[src/rtl/hbs_pkg.sv]
package hbs_pkg;

  typedef enum logic {
    HS_WAIT = 1'b0,
    HS_HELD = 1'b1
  } hs_state_e;

  localparam int DEF_IN_W   = 27;
  localparam int DEF_BEAT_W = 8;
  localparam int DEF_SYNC   = 2;

  function automatic int ceil_div(input int num, input int den);
    return (num + den - 1) / den;
  endfunction

endpackage

[src/rtl/hbs_sync.sv]
module hbs_sync #(
  parameter int STAGES = 2
) (
  input  logic clk,
  input  logic rst_n,
  input  logic d_i,
  output logic q_o
);
  logic [STAGES-1:0] chain_q;

  generate
    if (STAGES == 1) begin : g_one
      always_ff @(posedge clk or negedge rst_n) begin
        if (!rst_n) chain_q <= '0;
        else        chain_q <= d_i;
      end
    end else begin : g_many
      always_ff @(posedge clk or negedge rst_n) begin
        if (!rst_n) chain_q <= '0;
        else        chain_q <= {chain_q[STAGES-2:0], d_i};
      end
    end
  endgenerate

  assign q_o = chain_q[STAGES-1];
endmodule

[src/rtl/hbs_handshake.sv]
module hbs_handshake #(
  parameter int IN_W = hbs_pkg::DEF_IN_W
) (
  input  logic            clk,
  input  logic            rst_n,
  input  logic            req_s_i,
  input  logic            ser_idle_i,
  input  logic [IN_W-1:0] data_i,
  output logic            ack_o,
  output logic            cap_ev_o,
  output logic [IN_W-1:0] cap_word_o
);
  import hbs_pkg::*;

  hs_state_e state_q;
  logic      release_ev;

  assign cap_ev_o   = (state_q == HS_WAIT) && req_s_i && ser_idle_i;
  assign release_ev = (state_q == HS_HELD) && !req_s_i;
  assign cap_word_o = data_i;
  assign ack_o      = (state_q == HS_HELD);

  always_ff @(posedge clk or negedge rst_n) begin
    if (!rst_n)          state_q <= HS_WAIT;
    else if (cap_ev_o)   state_q <= HS_HELD;
    else if (release_ev) state_q <= HS_WAIT;
  end


  ack_hold_chk: assert property (@(posedge clk) disable iff (!rst_n)
    (ack_o && req_s_i) |=> ack_o);


  ack_needs_req_chk: assert property (@(posedge clk) disable iff (!rst_n)
    $rose(ack_o) |-> $past(req_s_i));


  ack_drop_chk: assert property (@(posedge clk) disable iff (!rst_n)
    $fell(ack_o) |-> !$past(req_s_i));
endmodule

[src/rtl/hbs_serializer.sv]
module hbs_serializer #(
  parameter int IN_W   = hbs_pkg::DEF_IN_W,
  parameter int BEAT_W = hbs_pkg::DEF_BEAT_W
) (
  input  logic              clk,
  input  logic              rst_n,
  input  logic              load_i,
  input  logic [IN_W-1:0]   word_i,
  output logic [BEAT_W-1:0] beat_o,
  output logic              valid_o,
  output logic              sof_o,
  output logic              idle_o
);
  localparam int N_BEATS = hbs_pkg::ceil_div(IN_W, BEAT_W);
  localparam int PAD_W   = N_BEATS * BEAT_W;
  localparam int CNT_W   = $clog2(N_BEATS + 1);
  localparam logic [CNT_W-1:0] CNT_FULL = CNT_W'(N_BEATS);

  logic [PAD_W-1:0] sh_q;
  logic [PAD_W-1:0] padded;
  logic [CNT_W-1:0] cnt_q;

  generate
    if (PAD_W == IN_W) begin : g_exact
      assign padded = word_i;
    end else begin : g_pad
      assign padded = {{(PAD_W-IN_W){1'b0}}, word_i};
    end
  endgenerate

  always_ff @(posedge clk or negedge rst_n) begin
    if (!rst_n) begin
      sh_q  <= '0;
      cnt_q <= '0;
    end else if (load_i) begin
      sh_q  <= padded;
      cnt_q <= CNT_FULL;
    end else if (cnt_q != '0) begin
      sh_q  <= sh_q << BEAT_W;
      cnt_q <= cnt_q - 1'b1;
    end
  end

  assign valid_o = (cnt_q != '0);
  assign idle_o  = (cnt_q == '0);
  assign sof_o   = (cnt_q == CNT_FULL);
  assign beat_o  = sh_q[PAD_W-1 -: BEAT_W];


  sof_valid_chk: assert property (@(posedge clk) disable iff (!rst_n)
    sof_o |-> valid_o);


  sof_first_chk: assert property (@(posedge clk) disable iff (!rst_n)
    $rose(valid_o) |-> sof_o);


  beat_run_chk: assert property (@(posedge clk) disable iff (!rst_n)
    (valid_o && !sof_o) |-> $past(valid_o));


  beats_hold_chk: assert property (@(posedge clk) disable iff (!rst_n)
    (valid_o && !load_i && !sof_o) |-> (beat_o == $past(sh_q[PAD_W-BEAT_W-1 -: BEAT_W])));
endmodule

[src/rtl/hbs_conv_top.sv]
module hbs_conv_top #(
  parameter int IN_W        = hbs_pkg::DEF_IN_W,
  parameter int BEAT_W      = hbs_pkg::DEF_BEAT_W,
  parameter int SYNC_STAGES = hbs_pkg::DEF_SYNC
) (
  input  logic              clk,
  input  logic              rst_n,
  input  logic              req_i,
  input  logic [IN_W-1:0]   data_i,
  output logic              ack_o,
  output logic [BEAT_W-1:0] beat_o,
  output logic              beat_valid_o,
  output logic              frame_start_o
);
  logic            req_s;
  logic            ser_idle;
  logic            cap_ev;
  logic [IN_W-1:0] cap_word;

  hbs_sync #(.STAGES(SYNC_STAGES)) u_sync (
    .clk   (clk),
    .rst_n (rst_n),
    .d_i   (req_i),
    .q_o   (req_s)
  );

  hbs_handshake #(.IN_W(IN_W)) u_hs (
    .clk        (clk),
    .rst_n      (rst_n),
    .req_s_i    (req_s),
    .ser_idle_i (ser_idle),
    .data_i     (data_i),
    .ack_o      (ack_o),
    .cap_ev_o   (cap_ev),
    .cap_word_o (cap_word)
  );

  hbs_serializer #(.IN_W(IN_W), .BEAT_W(BEAT_W)) u_ser (
    .clk     (clk),
    .rst_n   (rst_n),
    .load_i  (cap_ev),
    .word_i  (cap_word),
    .beat_o  (beat_o),
    .valid_o (beat_valid_o),
    .sof_o   (frame_start_o),
    .idle_o  (ser_idle)
  );


  no_overlap_chk: assert property (@(posedge clk) disable iff (!rst_n)
    $rose(ack_o) |-> (!$past(beat_valid_o) && frame_start_o));


  cap_pairs_ack_chk: assert property (@(posedge clk) disable iff (!rst_n)
    cap_ev |=> (ack_o && frame_start_o));
endmodule

[config.mk]
export PLATFORM = sky130hd
export DESIGN_NAME = hbs_conv_top
export DESIGN_NICKNAME = d
export VERILOG_FILES = /design/src/rtl/hbs_pkg.sv /design/src/rtl/hbs_sync.sv /design/src/rtl/hbs_handshake.sv /design/src/rtl/hbs_serializer.sv /design/src/rtl/hbs_conv_top.sv
export SDC_FILE = /design/constraint.sdc
export NUM_CORES = 1
export LEC_CHECK = 0
export BUFFER_PORTS_ARGS = -buffer_cell sky130_fd_sc_hd__buf_2
export CAP_MARGIN = 10
export CORE_MARGIN = 5
export CORE_UTILIZATION = 45
export CTS_CLUSTER_SIZE = 14
export DETAILED_ROUTE_END_ITERATION = 12
export MAX_ROUTING_LAYER = met4
export PLACE_DENSITY = 0.74
export REMOVE_ABC_BUFFERS = 1
export SLEW_MARGIN = 40
export SYNTH_ARGS = -nofsm -noshare
export SYNTH_HDL_FRONTEND = slang
export SYNTH_SLANG_ARGS = --single-unit
[constraint.sdc]
create_clock -name clk -period 1.3 [get_ports clk]
set_input_delay 0.065 -clock clk [delete_from_list [all_inputs] [get_ports clk]]
set_output_delay 0.065 -clock clk [all_outputs]
set_load 0.01 [all_outputs]
# After elaboration in Yosys (flattened, before gate mapping)
# Cells that the tools add are included.
word_totals:
  wordCells: 21
  input_bits: 30
  regBits: 38
  output_inout_bits: 11
classes:
  n_eq_ne: 1
  bitwise: 1
  muxes: 6
  reduce_logical: 8
  addsub: 1
ops:
  columns: ["cell", "count"]
  rows:
  - ["$mux 32", 2]
  - ["$mux 3", 2]
  - ["$reduce_bool 2->1", 2]
  - ["$eq 3x3->1 const B", 1]
  - ["$logic_and 1x1->1", 3]
  - ["$logic_not 3->1", 1]
  - ["$reduce_bool 3->1", 1]
  - ["$sub 3x1->3 const B", 1]
  - ["$mux 1", 2]
  - ["$logic_not 1->1", 1]
  - ["$not 1->1", 1]

# Logic depth before layout (Yosys ltp)
# Gate-level depths: netlist of the first run.
logic_depth:
  word_depth: 4
  ltp_mapped: 7
  mapped_depth_nobuf: 6

# Cells and area by module
# A second synthesis of the first run with hierarchy kept.
unflattened:
  hier_cells: 196
  hier_area_um2: 1933.1
modules_own_cells:
  columns: ["module", "area_each_um2", "cells_each", "n_inst", "seq_area_each_um2"]
  rows:
  - ["hbs_serializer", 1639.1, 164, 1, 875.8]
  - ["hbs_handshake", 244.0, 30, 1, 25.0]
  - ["hbs_sync", 50.0, 2, 1, 50.0]

# Least setup slack after synthesis of the first run
# OpenSTA, ideal clock, no wires.
synth_path:
  kind: "flip-flop to flip-flop"
  start: "reg u_ser.cnt_q[0]"
  end: "reg u_ser.sh_q[30]"
  t_arrival_ns: 1.269
  setup_ns: 0.121
  path_stages_with_launch: 8
  period_less_slack_ns: 1.390
  slack_ns: -0.090
  required_time_ns: 1.179
  path_buffers: 2
  path_cell_list: "dfrtp_1 > inv_1 > ha_1 > nor2b_1 > buf_4 > inv_4 > buf_6 > a22o_1"
synth_via:
  word_cells_on_any_way: 5
  classes_between: "mux: 1; reduce/logical: 4"
synth_lines:
  columns: ["element", "line", "rtl"]
  rows:
  - ["start, declared", "hbs_serializer.sv:21", "logic [CNT_W-1:0] cnt_q;"]
  - ["start signal, assigned", "hbs_serializer.sv:40", "cnt_q <= cnt_q - 1'b1;"]
  - ["$reduce_bool 3->1", null, null]
  - ["via beat_valid_o", "hbs_conv_top.sv:12", "output logic beat_valid_o,"]
  - ["$reduce_bool 2->1 (no source line)", null, null]
  - ["end signal, assigned", "hbs_serializer.sv:36", "sh_q <= padded;"]
  - ["end signal, assigned", "hbs_serializer.sv:39", "sh_q <= sh_q << BEAT_W;"]
  - ["end, declared", "hbs_serializer.sv:19", "logic [PAD_W-1:0] sh_q;"]
# The timed path passes the listed nets, and every way through them passes these cells.
# A chain may end at the register's enable or synchronous reset.

# Worst setup path after layout of the first run
layout_path:
  start: "reg u_ser.cnt_q[0]"
  end: "reg u_ser.sh_q[12]"
layout_via:
  elab_chain_cells: 3
  word_cells_on_any_way: 5
  classes_between: "mux: 1; reduce/logical: 4"
layout_lines:
  columns: ["element", "line", "rtl"]
  rows:
  - ["$logic_not 3->1", "hbs_serializer.sv:45", "assign idle_o = (cnt_q == '0);"]
  - ["$logic_and 1x1->1", "hbs_handshake.sv:18", "assign cap_ev_o = (state_q == HS_WAIT) && req_s_i && ser_idle_i;"]
  - ["$mux 32 / $reduce_bool 2->1 (equally long branches)", null, null]
# Several ways; a longest one is shown, not always the timed one.

==> results of run 1 <==
-- path summary, 6_finish.rpt --
| check | from | end | slack [ns] | cells past startpoint |
|---|---|---|---|---|
| min in group asynchronous | rst_n | u_ser.sh_q[17] | 0.24 | 2 |
| max reg2reg | u_ser.cnt_q[0] | u_ser.sh_q[12] | -0.13 | 7 |
| max in group asynchronous | rst_n | u_ser.cnt_q[1] | 0.59 | 3 |
| max | u_ser.cnt_q[0] | u_ser.sh_q[12] | -0.13 | 7 |
| min | data_i[4] | u_ser.sh_q[4] | 0.01 | 3 |
| min reg2reg | u_sync.chain_q[0] | u_sync.chain_q[1] | 0.36 | 0 |
-- layout make-up --
cell class	instances	area share (%)
Tap cell	48	2.70
Inverter	3	0.619
Multi-Input combinational cell	119	28.5
Clock buffer	8	4.95
Sequential cell	38	42.8
Timing Repair Buffer	64	20.4
-- cell families (layout without fill, tap and decap cells) --
logic type / count (synthesis) / in the layout / synth area share [%]
adder cells (fa/ha/maj): 2 / 2 / 1.48
buffers and inverters: 23 / 75 / 9.24
AO/OA/AOI/OAI: 37 / 37 / 14.0
flip-flops: 38 / 38 / 56.2
AND/OR/NAND/NOR: 80 / 80 / 19.1
-- repair_timing --
item,in CTS,in global routing
endpoints found under the hold margin,21,0
buffers inserted,6,1
gates cloned,0,1
resized for setup,7,8
hold buffers,5,0
pin swaps,4,2
endpoints found under the setup margin,30,36
-- cells in the final DEF, fill, tap and decap left out, drive strengths merged --
master and n:
buf 58, nand2 54, dfrtp 38, nor2 20
a31oi 19, clkbuf 9, a21oi 9, a22o 5
dlygate4sd3 5, inv 3, and2b 2, ha 2
nor2b 1, and2 1, nand2b 1, o2bb2ai 1
nand3 1, o21ai 1, a211oi 1, o21a 1
-- sequential cells by signal, summed over array words and instances, names as in the netlist --
signal / cells
u_ser.sh_q: 32
u_hs.ack_o: 1
u_ser.cnt_q: 3
u_sync.chain_q: 2
-- stage by stage --
step | TNS (ns) | hold slack (ns) | instances
after floorplan | -45.67 | -0.231 | 160
after global placement | 0 | 0.0254 | 259
after detailed placement | -0.174 | 0.0280 | 259
after CTS | -1.10 | 0.00262 | 278
after global routing | -3.65 | -0.0000783 | 280
final | -1.83 | 0.0136 | 280
-- metal layers --
metal  GRT usage [%]  up-vias  wire (µm)
met1            18.1      689       1670
met2            24.1       39       1890
met4            4.38        0         29
li1                -      691          -
met5               -        -          0
met3            5.33        4        274
-- where the power goes --
part	total [µW]	internal (µW)	leakage (µW)	switching, µW
combinational	1930	938	0.000514	992
sequential	1820	1590	0.000499	232
clock	929	535	0.0000575	394
-- worst max-delay path: cells and delay by family (launching register included) --
family | cells | cell delay, ns
buffers and inverters | 3 | 0.41
DFF | 1 | 0.39
and+or+nand+nor | 2 | 0.23
AOI/OAI and AO/OA | 1 | 0.17
adders and majority gates | 1 | 0.14
-- cells in the mapped netlist --
library cell and n:
a211oi_1 1, a21oi_1 9, a22o_1 5, a31oi_1 19, and2_1 1, and2b_1 2
buf_2 6, buf_4 12, buf_6 2, dfrtp_1 38, ha_1 2, inv_1 2
inv_4 1, nand2_1 54, nand2b_1 1, nand3_1 1, nor2_1 19, nor2_4 1
nor2b_1 1, o21a_1 1, o21ai_0 1, o2bb2ai_1 1
==> results.sh, run 1 <==
export IMPL_status="finished, violations left"
export IMPL_violations="negative setup slack"
export IMPL_drcViolationCount=0
export IMPL_antenna_cells=0
export IMPL_clkTransAtPathRegs_ns=0.07
export IMPL_synth_top_area_cell="dfrtp_1"
export IMPL_vias=1423
export IMPL_yosys_top_cells_area="dfrtp_1 56%, nand2_1 12%, a31oi_1 7.0%, buf_4 5.3%, nor2_1 4.2%"
export IMPL_multiInputGateArea_um2=634
export IMPL_cts_tree="yes"
export IMPL_critical_path_required_ns=1.50
export IMPL_place_ws_ns=-0.0398
export IMPL_worst_slew_pin_slew_ns=0.444
export IMPL_cts_sinks=38
export IMPL_routed_wl_um=3860
export IMPL_cts_inserted_buffers=5
export IMPL_period_minus_slack_ns=1.43
export IMPL_antenna_found_initial=0
export IMPL_synth_cell_types=22
export IMPL_maxCapViolCount=0
export IMPL_die_h_um=71.3
export IMPL_hold_violations=0
export IMPL_cp_end_kind="flop"
export IMPL_fp_row_count=22
export IMPL_place_hpwl_um=2470
export IMPL_vias_per_cell=5.08
export IMPL_grt_usage_pct=15.1
export IMPL_grt_pass1_wl_um=5840
export IMPL_postRouteAntennaNets=0
export IMPL_p_leak_uw=0.00107
export IMPL_initial_core_util_pct=46.2
export IMPL_worstSetupPathType="reg -> reg"
export IMPL_max_freq_mhz=701
export IMPL_critPathSlowestCell="dfrtp_1"
export IMPL_insertion_delay_ns=0.29
export IMPL_clock_path_buffers=2
export IMPL_post_route_period_util_pct=110
export IMPL_drv_slew=0
export IMPL_timing_final_ws_setup_ns=-0.126
export IMPL_final_layout_size_suffix_gt1_share_pct=34.5
export IMPL_htreeDepth=2
export IMPL_grt_setup_unrepaired="true"
export IMPL_die_area_um2=5090
export IMPL_fp_dieW_um=71.3
export IMPL_synth_top_area_share_pct=56.2
export IMPL_syn_to_final_growth_pct=31.3
export IMPL_crit_chain="inv_2 > ha_4 > nor2b_4 > buf_4 > buf_12 > nor2_1 > a31oi_1"
export IMPL_synth_cells=180
export IMPL_drtIter0Drc=102
export IMPL_ir_drop_v=0.000934
export IMPL_max_stage_delay_ns=0.39
export IMPL_io_buffers=40
export IMPL_startpoint_type="flop"
export IMPL_syn_mean_instance_area_um2=9.40
export IMPL_ios=41
export IMPL_gr_total_overflow=0
export IMPL_cp_max_fo=16
export IMPL_p_per_area_nw_per_um2=2100
export IMPL_ys_seq_area_share_pct=56.2
export IMPL_grt_pass1_vias=1318
export IMPL_relSlewSlack_pct=70.4
export IMPL_fin_nets=263
export IMPL_cts_root_buffer="clkbuf_8"
export IMPL_fin_skew_ns=0.00590
export IMPL_seq_area_um2=951
export IMPL_synth_seq_cells=38
export IMPL_avgRoutedWirePerCell_um=13.8
export IMPL_setup_viol=28
export IMPL_crit_arrival_ns=1.63
export IMPL_yosys_warnings=0
export IMPL_syn_area_um2=1690
export IMPL_final_area_um2=2220
export IMPL_dpl_cell_area_um2=1930
export IMPL_drt_first_pass_iters=4
export IMPL_fill_cells=316
export IMPL_grt_max_degree=32
export IMPL_fin_util_pct=60.7
export IMPL_gp_congestion=0.726
export IMPL_coreArea_um2=3660
export IMPL_hold_path_class="in -> reg"
export IMPL_finalPower_uw=4680
Power figures use the tool's default switching activity.
==> run 2, diff against run 1 <==
==> constraint.sdc (replaced) <==
create_clock -name clk -period 1.3 [get_ports clk]
set_input_delay 0.13 -clock clk [delete_from_list [all_inputs] [get_ports clk]]
set_output_delay 0.13 -clock clk [all_outputs]
set_load 0.01 [all_outputs]
==> run 2 against run 1 <==
Net effect:
- the flow still finishes with violations (negative setup slack)
- sequential share of layout area increased by 1.3 points
- fmax up 0.38%
- hold slack improved by 0.051 ns
- wire length down 7.2%
- combinational power hardly changed
- final cell count is 0.36% lower
- total power decreased by 3.6%
- clock power shrank 20%
- utilization fell by 1.7 points
- largest power group unchanged
==> results.sh, run 2 (synthesis results as in run 1) <==
export IMPL_status="finished, violations left"
export IMPL_violations="negative setup slack"
export IMPL_routed_wl_um=3580
export IMPL_final_layout_size_suffix_gt1_share_pct=33.3
export IMPL_stdcell_count=279
export IMPL_drcViolationCount=0
export IMPL_cts_tree="yes"
export IMPL_hold_violations=0
export IMPL_critical_path_required_ns=1.17
export IMPL_vias_per_cell=4.87
export IMPL_grt_max_degree=23
export IMPL_coreArea_um2=3660
export IMPL_grt_pass1_wl_um=5810
export IMPL_die_area_um2=5090
export IMPL_ir_drop_v=0.000986
export IMPL_vias=1360
export IMPL_drtIter0Drc=103
export IMPL_startpoint_type="flop"
export IMPL_period_minus_slack_ns=1.42
export IMPL_avgRoutedWirePerCell_um=12.8
export IMPL_place_hpwl_um=2330
export IMPL_post_route_period_util_pct=109
export IMPL_grt_use_met1_pct=18.9
export IMPL_clock_path_buffers=2
export IMPL_max_freq_mhz=704
export IMPL_whs_ns=0.0648
export IMPL_grt_busiest_layer="met2"
export IMPL_p_per_area_nw_per_um2=2090
export IMPL_top_regs="u_ser.sh_q x32, u_ser.cnt_q x3, u_sync.chain_q x2"
export IMPL_finalPower_uw=4510
export IMPL_rr_endpoint="u_ser.sh_q[22]"
export IMPL_insertion_delay_ns=0.29
export IMPL_grt_setup_unrepaired="true"
export IMPL_cts_inserted_buffers=5
export IMPL_layout_common_cells="54 x nand2_1, 38 x buf_2, 38 x dfrtp_1"
export IMPL_worstSetupPathType="reg -> out"
export IMPL_grt_usage_pct=15.2
export IMPL_antenna_found_initial=0
export IMPL_largest_register="u_ser.sh_q"
export IMPL_final_common_cell="nand2_1"
export IMPL_syn_to_final_growth_pct=27.5
export IMPL_fin_nets=263
export IMPL_fp_row_count=22
export IMPL_antenna_cells=0
export IMPL_place_ws_ns=-0.0753
export IMPL_fin_skew_ns=0.00269
export IMPL_gp_congestion=0.715
export IMPL_hold_path_class="in -> reg"
export IMPL_cts_sinks=38
export IMPL_cts_root_buffer="clkbuf_8"
export IMPL_fp_dieW_um=71.3
export IMPL_gr_total_overflow=0
export IMPL_io_buffers=40
export IMPL_min_to="u_ser.sh_q[7]"
export IMPL_met2_usage_pct=22.6
export IMPL_regToRegSetupSlack_ns=-0.10
export IMPL_cp_max_fo=6
export IMPL_r2r_cells=7
export IMPL_timing_final_ws_setup_ns=-0.121
export IMPL_relSlewSlack_pct=72.8
export IMPL_hold_path_cell_count=3
export IMPL_ios=41
export IMPL_globalRouteMet3Util_pct=5.75
export IMPL_r2r_start="u_ser.cnt_q[1]"
export IMPL_placed_cells=259
export IMPL_postRouteAntennaNets=0
export IMPL_holdCritStartpoint="data_i[7]"
export IMPL_cp_end_kind="primary output"
export IMPL_htreeDepth=2
export IMPL_clkTransAtPathRegs_ns=0.07
export IMPL_maxCapViolCount=0
export IMPL_p_leak_uw=0.00105
export IMPL_largest_reg_flops=32
export IMPL_drv_slew=0
export IMPL_worst_slew_pin_slew_ns=0.409
export IMPL_initial_core_util_pct=46.2
export IMPL_grt_pass1_vias=1263
export IMPL_die_h_um=71.3
export IMPL_crit_arrival_ns=1.29
export IMPL_drt_first_pass_iters=4
export IMPL_setup_viol=33
## run 2: cell types whose count changed in the layout (fill, tap and decap cells not counted), sizes merged
cell,previous run,this run
clkbuf,9,7
buf,58,62
dlygate4sd3,5,2
## run 2: worst max path at each step
stage,to,slack [ns],from,cells past startpoint
4_1_cts,beat_valid_o,-0.10,u_ser.cnt_q[0],5
3_5_place_dp,u_ser.sh_q[22],-0.08,u_ser.cnt_q[1],6
2_1_floorplan,u_ser.cnt_q[1],-1.50,u_ser.cnt_q[0],6
3_3_place_gp,u_ser.sh_q[26],-0.02,u_ser.cnt_q[1],6
6_report,beat_valid_o,-0.12,u_ser.cnt_q[1],5
5_1_grt,u_ser.sh_q[22],-0.19,u_ser.cnt_q[1],7
## run 2: area by class of cell
class / count / area (µm²)
fillers: 323 / 1500
flip-flops and latches: 38 / 951
multi-input cells: 119 / 619
repair buffers: 64 / 435
clock buffers: 7 / 76.3
well taps: 48 / 60.1
inverters: 3 / 16.3
## run 2: where the power goes
group / total (µW) / switching (µW) / internal, µW / leakage [µW]
clock: 745 / 376 / 369 / 0.0000383
combinational: 1940 / 956 / 981 / 0.000510
sequential: 1830 / 242 / 1590 / 0.000499
total: 4510 / 1570 / 2940 / 0.00105
## run 2: metrics by stage
step / utilization [%] / area, µm² / TNS, ns
after detailed placement: 52.3 / 1910 / -0.653
after floorplan: - / 1550 / -45.74
after CTS: 57.3 / 2100 / -1.32
after global routing: 59.0 / 2160 / -4.89
final: 59.0 / 2160 / -2.15
after global placement: 52.3 / 1910 / -0.0371
## run 2: worst max-delay path, stage by stage, from the launching register on
cell	delay [ns]
dfrtp_1	0.40
inv_2	0.08
ha_4	0.12
nor2b_4	0.21
inv_6	0.07
buf_6	0.12
## run 2: metal layers
layer / vias up / wire [µm]
met5: - / 0
met4: 0 / 55
met3: 5 / 264
met2: 40 / 1630
met1: 627 / 1630
li1: 688 / -
## run 2: what timing repair did
action | 4_1_cts | 5_1_grt
endpoints found under the hold margin | 17 | 0
hold buffers | 2 | 0
endpoints found under the setup margin | 28 | 34
gates resized for setup | 8 | 9
buffers inserted | 8 | 3
pin swaps | 4 | 4
==> run 3, diff against run 2 <==
- CTS_CLUSTER_SIZE: 14 -> unset
- PLACE_DENSITY: 0.74 -> 0.72
==> run 3 against run 2 <==
Net effect:
- the flow still finishes with violations (negative setup slack)
- clock-buffer cell count down 1
- critical path depth did not move
- die area is the same
- worst setup slack is essentially flat
- clock skew is 0.0035 ns higher
- first-iteration DRC count grew 8.7%
- non-clock buffer count down 1
- global-route usage is 0.44 points higher
- clock power up 13%
- via count grew 5.6%
- highest routed layer unchanged
==> results.sh, run 3 (synthesis results as in run 1) <==
export IMPL_status="finished, violations left"
export IMPL_violations="negative setup slack"
export IMPL_cts_root_buffer="clkbuf_8"
export IMPL_period_minus_slack_ns=1.42
export IMPL_final_area_um2=2250
export IMPL_startpoint_type="flop"
export IMPL_hold_path_class="in -> reg"
export IMPL_timing_final_ws_setup_ns=-0.121
export IMPL_cts_inserted_buffers=5
export IMPL_ir_drop_v=0.00114
export IMPL_antenna_cells=0
export IMPL_htreeDepth=2
export IMPL_drt_first_pass_iters=5
export IMPL_coreArea_um2=3660
export IMPL_gp_congestion=0.730
export IMPL_hold_path_cell_count=3
export IMPL_place_hpwl_um=2420
export IMPL_max_freq_mhz=704
export IMPL_crit_arrival_ns=1.29
export IMPL_grt_pass1_wl_um=5980
export IMPL_grt_usage_pct=15.6
export IMPL_cp_max_fo=4
export IMPL_routed_wl_um=3830
export IMPL_holdCritStartpoint="data_i[1]"
export IMPL_worstSetupPathType="reg -> out"
export IMPL_gr_total_overflow=0
export IMPL_vias=1436
export IMPL_syn_to_final_growth_pct=33.0
export IMPL_min_to="u_ser.sh_q[1]"
export IMPL_rr_endpoint="u_ser.sh_q[30]"
export IMPL_initial_core_util_pct=46.2
export IMPL_r2r_start="u_ser.cnt_q[1]"
export IMPL_worst_slew_pin_slew_ns=0.345
export IMPL_relSlewSlack_pct=77.0
export IMPL_insertion_delay_ns=0.29
export IMPL_drtIter0Drc=112
export IMPL_postRouteAntennaNets=0
export IMPL_io_buffers=40
export IMPL_layout_common_cells="54 x nand2_1, 38 x buf_2, 38 x dfrtp_1"
export IMPL_drv_slew=0
export IMPL_fp_row_count=22
export IMPL_regToRegSetupSlack_ns=-0.10
export IMPL_final_common_cell="nand2_1"
export IMPL_critical_path_required_ns=1.17
export IMPL_cts_tree="yes"
export IMPL_p_per_area_nw_per_um2=2120
export IMPL_dpl_cell_area_um2=1940
export IMPL_largest_register="u_ser.sh_q"
export IMPL_die_area_um2=5090
export IMPL_die_h_um=71.3
export IMPL_clock_path_buffers=2
export IMPL_grt_max_degree=29
export IMPL_setup_viol=35
export IMPL_maxCapViolCount=0
export IMPL_largest_reg_flops=32
export IMPL_fin_skew_ns=0.00621
export IMPL_final_layout_size_suffix_gt1_share_pct=36.4
export IMPL_hold_violations=0
export IMPL_place_ws_ns=-0.169
export IMPL_avgRoutedWirePerCell_um=13.7
export IMPL_clkTransAtPathRegs_ns=0.07
export IMPL_antenna_found_initial=0
export IMPL_drcViolationCount=0
export IMPL_grt_setup_unrepaired="true"
export IMPL_ios=41
export IMPL_fp_dieW_um=71.3
export IMPL_cp_end_kind="primary output"
export IMPL_grt_pass1_vias=1312
export IMPL_fin_nets=262
export IMPL_cts_sinks=38
export IMPL_final_setup_tns_ns=-1.41
export IMPL_p_leak_uw=0.00108
export IMPL_finalPower_uw=4760
export IMPL_post_route_period_util_pct=109
export IMPL_vias_per_cell=5.15
export IMPL_top_regs="u_ser.sh_q x32, u_ser.cnt_q x3, u_sync.chain_q x2"
export IMPL_r2r_cells=7
==> run 3: cell type report <==
class | count | area (µm²)
fill | 301 | 1410
sequential | 38 | 951
multi-input combinational | 119 | 641
timing repair buffer | 63 | 490
clock buffer | 6 | 82.6
tap | 48 | 60.1
inverter | 3 | 13.8
clock inverter | 2 | 12.5
==> run 3: where the power goes <==
group	internal (µW)	switching (µW)
clock	426	413
sequential	1590	240
combinational	1090	1010
total	3100	1660
==> run 3: through the flow <==
step	hold slack [ns]	std cells	util (%)
after floorplan	-0.166	160	-
after global placement	0.0591	261	52.9
after detailed placement	0.0580	261	52.9
after CTS	0.0533	272	57.8
after global routing	0.0631	279	61.5
final	0.0694	279	61.5
==> run 3: routing by layer <==
| layer | track usage, % | up-vias | routed length, µm |
|---|---|---|---|
| met5 | - | - | 0 |
| met4 | 8.14 | 0 | 86 |
| met3 | 4.21 | 7 | 218 |
| met2 | 23.4 | 43 | 1810 |
| met1 | 19.4 | 693 | 1720 |
| li1 | - | 693 | - |
==> run 3: worst max path at each step <==
| stage | startpoint | to | slack (ns) |
|---|---|---|---|
| global placement | u_ser.cnt_q[0] | u_ser.sh_q[17] | -0.09 |
| floorplan | u_ser.cnt_q[0] | u_ser.cnt_q[1] | -1.50 |
| CTS | u_ser.cnt_q[0] | beat_valid_o | -0.09 |
| detailed placement | u_ser.cnt_q[0] | u_ser.sh_q[25] | -0.17 |
| global route | u_ser.cnt_q[1] | u_ser.sh_q[30] | -0.19 |
| finish | u_ser.cnt_q[1] | beat_valid_o | -0.12 |
==> run 3: repair_timing <==
item / in CTS / in global routing
setup endpoints to repair: 36 / 37
gates resized for setup: 11 / 11
buffers inserted: 2 / 4
pin swaps: 6 / 3
hold buffers: 2 / 0
hold endpoints to repair: 15 / 0
gates cloned: 0 / 3
==> run 3: critical path, cell delays in order (launching register included) <==
cell	delay [ns]
dfrtp_1	0.39
inv_2	0.09
ha_4	0.14
nor2b_4	0.19
inv_4	0.07
buf_6	0.12
